File: src/rtl/pswl_pkg.sv
package pswl_pkg;
  localparam int SWL_W_D    = 7;
  localparam int MAIN_W_D   = 11;
  localparam int PLO_LOG2_D = 6;
  localparam int PHI_LOG2_D = 7;
  localparam int MAIN_MIN_D = 3;
endpackage

File: src/rtl/pswl_cfg_shadow.sv
module pswl_cfg_shadow #(
  parameter int A_W   = pswl_pkg::SWL_W_D,
  parameter int B_W   = pswl_pkg::MAIN_W_D,
  parameter int B_MIN = pswl_pkg::MAIN_MIN_D
) (
  input  logic           clk,
  input  logic           rst_n,
  input  logic           load,
  input  logic [A_W-1:0] a_in,
  input  logic [B_W-1:0] b_in,
  input  logic           hi_in,
  output logic [A_W-1:0] a_q,
  output logic [B_W-1:0] b_q,
  output logic           hi_q,
  output logic           bad
);
  localparam logic [B_W-1:0] B_FLOOR = B_W'(B_MIN);

  always_ff @(posedge clk or negedge rst_n) begin
    if (!rst_n) begin
      a_q  <= '0;
      b_q  <= '0;
      hi_q <= 1'b0;
    end else if (load) begin
      a_q  <= a_in;
      b_q  <= b_in;
      hi_q <= hi_in;
    end
  end

  // zeroed shadow after reset counts as illegal, forcing a first capture
  always_comb bad = (b_q < B_W'(a_q)) || (b_q < B_FLOOR);
endmodule

File: src/rtl/pswl_prescaler.sv
module pswl_prescaler #(
  parameter int P_LO_LOG2 = pswl_pkg::PLO_LOG2_D,
  parameter int P_HI_LOG2 = pswl_pkg::PHI_LOG2_D
) (
  input  logic clk,
  input  logic rst_n,
  input  logic hold,
  input  logic hi_sel,
  input  logic plus_one,
  output logic wrap
);
  localparam int PC_W = P_HI_LOG2 + 1;
  localparam logic [PC_W-1:0] BASE_LO = PC_W'(1) << P_LO_LOG2;
  localparam logic [PC_W-1:0] BASE_HI = PC_W'(1) << P_HI_LOG2;

  logic [PC_W-1:0] cnt_q;
  logic [PC_W-1:0] limit;

  always_comb begin
    limit = (hi_sel ? BASE_HI : BASE_LO) - PC_W'(1) + PC_W'(plus_one);
    wrap  = !hold && (cnt_q == limit);
  end

  always_ff @(posedge clk or negedge rst_n) begin
    if (!rst_n)           cnt_q <= '0;
    else if (hold || wrap) cnt_q <= '0;
    else                   cnt_q <= cnt_q + PC_W'(1);
  end
endmodule

File: src/rtl/pswl_main_ctr.sv
module pswl_main_ctr #(
  parameter int A_W = pswl_pkg::SWL_W_D,
  parameter int B_W = pswl_pkg::MAIN_W_D
) (
  input  logic           clk,
  input  logic           rst_n,
  input  logic           hold,
  input  logic           step,
  input  logic [A_W-1:0] a_lim,
  input  logic [B_W-1:0] b_lim,
  output logic           swallow,
  output logic           last
);
  logic [B_W-1:0] done_q;

  always_comb begin
    swallow = done_q < B_W'(a_lim);
    last    = done_q == (b_lim - B_W'(1));
  end

  always_ff @(posedge clk or negedge rst_n) begin
    if (!rst_n)    done_q <= '0;
    else if (hold) done_q <= '0;
    else if (step) done_q <= last ? '0 : done_q + B_W'(1);
  end
endmodule

File: src/rtl/pswl_divider.sv
module pswl_divider #(
  parameter int A_W       = pswl_pkg::SWL_W_D,
  parameter int B_W       = pswl_pkg::MAIN_W_D,
  parameter int P_LO_LOG2 = pswl_pkg::PLO_LOG2_D,
  parameter int P_HI_LOG2 = pswl_pkg::PHI_LOG2_D,
  parameter int B_MIN     = pswl_pkg::MAIN_MIN_D
) (
  input  logic           clk_in,
  input  logic           rst_n,
  input  logic [A_W-1:0] swallow_i,
  input  logic [B_W-1:0] main_i,
  input  logic           mod_hi_i,
  output logic           div_pulse_o,
  output logic           cfg_err_o
);
  logic [A_W-1:0] a_q;
  logic [B_W-1:0] b_q;
  logic           hi_q;
  logic           bad;
  logic           wrap;
  logic           swallow;
  logic           last;
  logic           pulse;

  pswl_cfg_shadow #(.A_W(A_W), .B_W(B_W), .B_MIN(B_MIN)) shadow_i (
    .clk(clk_in), .rst_n(rst_n), .load(bad || pulse),
    .a_in(swallow_i), .b_in(main_i), .hi_in(mod_hi_i),
    .a_q(a_q), .b_q(b_q), .hi_q(hi_q), .bad(bad)
  );

  pswl_prescaler #(.P_LO_LOG2(P_LO_LOG2), .P_HI_LOG2(P_HI_LOG2)) pre_i (
    .clk(clk_in), .rst_n(rst_n), .hold(bad),
    .hi_sel(hi_q), .plus_one(swallow), .wrap(wrap)
  );

  pswl_main_ctr #(.A_W(A_W), .B_W(B_W)) main_i_u (
    .clk(clk_in), .rst_n(rst_n), .hold(bad), .step(wrap),
    .a_lim(a_q), .b_lim(b_q), .swallow(swallow), .last(last)
  );

  always_comb begin
    pulse       = wrap && last;
    div_pulse_o = pulse;
    cfg_err_o   = bad;
  end
endmodule

File: config.mk
export PLATFORM = sky130hd
export DESIGN_NAME = pswl_divider
export DESIGN_NICKNAME = d
export VERILOG_FILES = /design/src/rtl/pswl_pkg.sv /design/src/rtl/pswl_cfg_shadow.sv /design/src/rtl/pswl_prescaler.sv /design/src/rtl/pswl_main_ctr.sv /design/src/rtl/pswl_divider.sv
export SDC_FILE = /design/constraint.sdc
export NUM_CORES = 1
export LEC_CHECK = 0
export BUFFER_PORTS_ARGS = -buffer_cell sky130_fd_sc_hd__buf_4
export CORE_ASPECT_RATIO = 1.75
export CORE_MARGIN = 3
export CORE_UTILIZATION = 55
export DETAILED_ROUTE_END_ITERATION = 7
export PLACE_DENSITY = 0.71
export SYNTH_ARGS = -nofsm -noshare
export SYNTH_HDL_FRONTEND = slang
export SYNTH_SLANG_ARGS = --single-unit
File: constraint.sdc
create_clock -name clk_in -period 8.62 [get_ports clk_in]
set_input_delay 0.431 -clock clk_in [delete_from_list [all_inputs] [get_ports clk_in]]
set_output_delay 0.431 -clock clk_in [all_outputs]
set_load 0.005 [all_outputs]
# Word-level counts from Yosys, hierarchy flattened
# Cells that the tools add are included.
[word_totals]
regBits = 38
out_inout_bits = 2
wordCells = 27
[op_classes]
n_addsub = 5
n_lt_le_gt_ge = 3
eq_ne = 2
mux = 5
reduce_logical = 7
[op_table]
columns = ["operator", "count"]
rows = [
  ["$mux 11", 3],
  ["$lt 11x7->1", 2],
  ["$mux 8", 2],
  ["$add 11x1->11 const B", 1],
  ["$eq 11x11->1", 1],
  ["$lt 11x2->1 const B", 1],
  ["$sub 11x1->11 const B", 1],
  ["$add 8x1->8", 1],
  ["$add 8x1->8 const B", 1],
  ["$eq 8x8->1", 1],
  ["$sub 8x1->8 const B", 1],
  ["$logic_or 1x1->1", 3],
  ["$logic_and 1x1->1", 2],
  ["$reduce_bool 2->1", 1],
  ["$logic_not 1->1", 1],
]

# Longest topological paths before layout
[depth]
ltp_word = 7
ltp_mapped = 15
mapped_depth_nobuf = 14

# Hierarchy
# Synthesis repeated with hierarchy kept, for this count alone.
[hier_totals]
hier_cells = 282
hier_area_um2 = 2641.3
[modules_own_cells]
columns = ["module", "instances", "cells_per_inst", "area_each_um2", "seq_area_each_um2"]
rows = [
  ["pswl_main_ctr", 1, 165, 1268.7, 275.3],
  ["pswl_cfg_shadow", 1, 72, 893.4, 475.5],
  ["pswl_prescaler", 1, 43, 465.4, 200.2],
  ["pswl_divider", 1, 2, 13.8, 0.0],
]

# Least setup slack after synthesis
# Ideal clock, no wire load.
[synth_path]
path_type = "register -> register"
startpoint = "register main_i_u.done_q[7]"
endpoint = "register shadow_i.b_q[3]"
setup_ns = 0.128
arrival_ns = 3.053
t_required_ns = 8.492
path_slack_ns = 5.440
path_stages_with_launch = 13
cell_sequence = "dfrtp_1 > clkbuf_1 > or4_1 > nor3_1 > and2_1 > ha_1 > xor2_1 > nor2_1 > and4_1 > or2_2 > a21oi_4 > buf_6 > mux2_1"
[synth_via]
elab_chain_cells = 6
[synth_rtl]
columns = ["item", "line_no", "text"]
rows = [
  ["start, declared", "pswl_main_ctr.sv:14", "logic [B_W-1:0] done_q;"],
  ["start signal, assigned", "pswl_main_ctr.sv:24", "else if (step) done_q <= last ? '0 : done_q + B_W'(1);"],
  ["$lt 11x7->1", "pswl_main_ctr.sv:17", "swallow = done_q < B_W'(a_lim);"],
  ["$add 8x1->8", "pswl_prescaler.sv:20", "limit = (hi_sel ? BASE_HI : BASE_LO) - PC_W'(1) + PC_W'(plus_one);"],
  ["$eq 8x8->1", "pswl_prescaler.sv:21", "wrap = !hold && (cnt_q == limit);"],
  ["$logic_and 1x1->1", "pswl_prescaler.sv:21", ""],
  ["$logic_and 1x1->1 *", "pswl_divider.sv:42", "pulse = wrap && last;"],
  ["$logic_or 1x1->1 *", "pswl_divider.sv:26", ".clk(clk_in), .rst_n(rst_n), .load(bad || pulse),"],
  ["end signal, assigned", "pswl_cfg_shadow.sv:26", "b_q <= b_in;"],
  ["end, declared", "pswl_cfg_shadow.sv:13", "output logic [B_W-1:0] b_q,"],
]
# Mark *: on every way between the ends. The rest lies on a longest branch, timed or not.
# A chain may end at the register's enable or synchronous reset.

# Worst setup path after layout
[layout_path]
startpoint = "register main_i_u.done_q[5]"
endpoint = "output div_pulse_o"
[layout_via]
elab_chain_cells = 5
[layout_rtl]
columns = ["item", "line_no", "text"]
rows = [
  ["$lt 11x7->1", "pswl_main_ctr.sv:17", ""],
  ["$add 8x1->8", "pswl_prescaler.sv:20", ""],
  ["$eq 8x8->1", "pswl_prescaler.sv:21", ""],
  ["$logic_and 1x1->1", "pswl_prescaler.sv:21", ""],
  ["$logic_and 1x1->1 *", "pswl_divider.sv:42", ""],
  ["end, declared", "pswl_divider.sv:13", "output logic div_pulse_o,"],
]
# Marked as above.

==> metrics.txt <==
Synthesized Nets=303; fraction of the mapped netlist area in simple logic gates=25.7%; endpoints failing hold=0; share of async-settable or async-resettable flops after synthesis=100%; violation count after the first detailed-routing iteration=90; list of cells traversed by the critical path=ha_1, o21ai_0, nor2_1, nor3_1, and2_1, ha_1, xor2_1, nor2_1, nand2_1, a21oi_1, or2_2, nand2_1, nor2_1, buf_4; Die Footprint=5450 um2; area of the mapped netlist=2520 um2; Final nets=325; largest driver fanout on the critical path=9; Post-CTS Setup Inserts=0; routed length per placed instance=16.0 um; number of synthesized register bits=38; clock network power share=14.2%; Synth Area in Compound Gates=11.7%; Remaining DRCs=0; CTS hold repair buffers=0; Data arrival, critical path=3260 ps; number of max-cap violations=0; Post-CTS Resized=0; final critical-path required period=3690 ps; Vert. Die Dim=95.5 um; growth of design area from synthesis to finish=10.7%; worst min-delay path category=in2async; number of antenna-violating nets in the routed design=0; crit-path leading delay family=simple AND/OR/NAND/NOR gates; syn_area_per_cell=9.46 um2; largest vdd supply drop=0.000207 V; fraction of the mapped netlist area in adder cells=7.96%; number of vias after detailed routing=2051; Reg power frac=42.9%; Die Span X=57.1 um; logic gate share of total power=42.9%; fin worst setup slack=4930 ps; fraction of final layout cells with drive strength greater than 1=11.8%; number of detailed-routing iterations run before antenna repair=4; proportion of synthesized area in mux cells=6.71%; required time of the worst setup path=8190 ps; I/O pin count=23; fillers=382; Lkg Pwr=0.00124 uW; cell chosen for the clock root=clkbuf_8; Final setup viols=0; port buffer count=22; worst slack after detailed placement=5050 ps; total grt overflow=0; count of buffering cells on the critical path with inverters included=1; count of inserted antenna diode cells=0; switching power as a share of total power=41.4%; gate count after technology mapping=266; cell accounting for the most synthesized area=dfrtp_1; relative slew slack=21.4%; TritonCTS clock tree=done; total power of the final layout=797 uW; main combinational cell family by area after synthesis=simple AND/OR/NAND/NOR gates; global router's overall resource usage=21.6%; post-route worst hold slack=99.7 ps; net switching power figure=330 uW; detailed placement HPWL=4.05 mm; clock-pin slew on the worst setup and hold paths=70 ps; largest cells by area after synthesis=dfrtp_1 (38%), ha_1 (8.0%), mux2_1 (6.7%), xor2_1 (4.9%), nand2_1 (3.7%); category of the worst setup path launch point=flip-flop; row count=31; Max Clk Rate=271 MHz; wire length of the first global-routing pass=9.22 mm; number of buffers added by the clock tree synthesis step=5; delay of the slowest cell on the worst path=540 ps; Synth cell types=44; initial cell density of the core=59.0%; run status=finished clean; Cell Int Power=468 uW; final cycle utilization of the critical path=42.8%; area of the core region=4270 um2; clock tree sinks=38; latest clock arrival within the worst-skew pair=290 ps; via count of the first global-routing pass=2094; maximum level of the CTS H-tree=2; PD cells=286 nW/um2; unrepaired setup endpoints after global routing=no; part of the Yosys area used for sequential elements=37.8%; most instantiated flip-flop cell in the synthesis netlist=dfrtp_1; top cells by count, synth=dfrtp_1 (38), nand2_1 (25), nor2_1 (20); number of antenna violations at the first check in global routing=0; total of warnings raised by yosys=0; category of the critical setup timing path=reg2out; most used standard cell by instance count after synthesis=dfrtp_1; final wirelength=5.38 mm; Worst-Margin Slew=1170 ps; Max Clock Skew=12.3 ps; EDFF count, synth=0; via density per instance=6.09; kind of end point of the critical path=primary output; top-area cell type share of the netlist area=37.8%; final max-slew violation count=0; final core occ=65.3%; RD Place Congestion=0.857; Post-Synth XOR/XNOR Area=6.61%; critical-path cell with the highest stage delay=dfrtp_1; setup_tns=0 ps; largest net degree at the start of global routing=39; cell mode on critical path=nor2_1; Max clock buf depth=2
## routing by layer
layer	global-route usage, %	share of wire (%)
met3	3.52	3.2
met5	0	0
met1	24.6	41
met2	39.1	53
met4	8.90	2.4
## placed cells by master, fill, tap and decap left out, types with 3 or more instances in the layout
master	netlist	final
buf_4	0	22
o311ai_0	5	5
a211oi_1	3	3
nor2_1	20	20
nand2b_1	8	8
clkbuf_8	0	5
nand2_1	25	25
inv_1	14	14
o2bb2ai_1	4	4
o311ai_1	4	4
a21oi_1	10	10
or2_2	4	4
xnor2_1	5	5
and2_1	3	3
and3_1	7	7
dfrtp_1	38	38
nand3_1	11	11
and4_1	4	4
o21ai_0	3	3
nand4_1	10	10
mux2_1	15	15
ha_1	16	16
nor3_1	7	7
xor2_1	14	14
## registers in the layout, indices dropped and copies added (netlist names)
| name | cells |
|---|---|
| main_i_u.done_q | 11 |
| shadow_i.hi_q | 1 |
| pre_i.cnt_q | 8 |
| shadow_i.a_q | 7 |
| shadow_i.b_q | 11 |
## final cells by class
| class | count | area (um2) | share of cell area [%] |
|---|---|---|---|
| Timing Repair Buffer | 22 | 165 | 5.93 |
| Tap cell | 49 | 61.3 | 2.20 |
| Clock buffer | 7 | 76.3 | 2.74 |
| Inverter | 15 | 56.3 | 2.02 |
| Multi-Input combinational cell | 206 | 1480 | 53.0 |
| Sequential cell | 38 | 951 | 34.1 |
## stage by stage
| stage | std cells | area [um2] |
|---|---|---|
| 6_report | 337 | 2790 |
| 5_1_grt | 337 | 2790 |
| 4_1_cts | 337 | 2790 |
| 3_5_place_dp | 330 | 2710 |
| 3_3_place_gp | 330 | 2710 |
| 2_1_floorplan | 266 | 2520 |
## final timing paths
path	to	slack [ps]	from	cells past startpoint
worst max-delay path	div_pulse_o	4930	main_i_u.done_q[5]$_DFFE_PN0N_	14
worst min-delay path	shadow_i.b_q[7]$_DFFE_PN0P_	100	rst_n	1
worst max register to register	shadow_i.a_q[0]$_DFFE_PN0P_	5040	main_i_u.done_q[5]$_DFFE_PN0N_	12
worst min register to register	shadow_i.a_q[4]$_DFFE_PN0P_	490	shadow_i.a_q[4]$_DFFE_PN0P_	1
max in group asynchronous	main_i_u.done_q[0]$_DFFE_PN0N_	8170	rst_n	1
min in group clk_in	shadow_i.b_q[4]$_DFFE_PN0P_	350	main_i[4]	2
## power groups by stage
stage                     logic (uW)  registers [uW]  clock network, uW
after floorplan                  288             306                  0
after detailed placement         342             345                  0
after global placement           327             343                  0
final                            342             342                113
after global routing             401             352                121
after CTS                        345             342                115
## cell families after synthesis
group / count (synthesis)
fa+ha+maj: 16
flops: 38
buf+inv: 22
mux: 15
simple gates: 116
compound gates: 40
xor+xnor: 19
No activity file was read; power rests on OpenSTA's default activity.
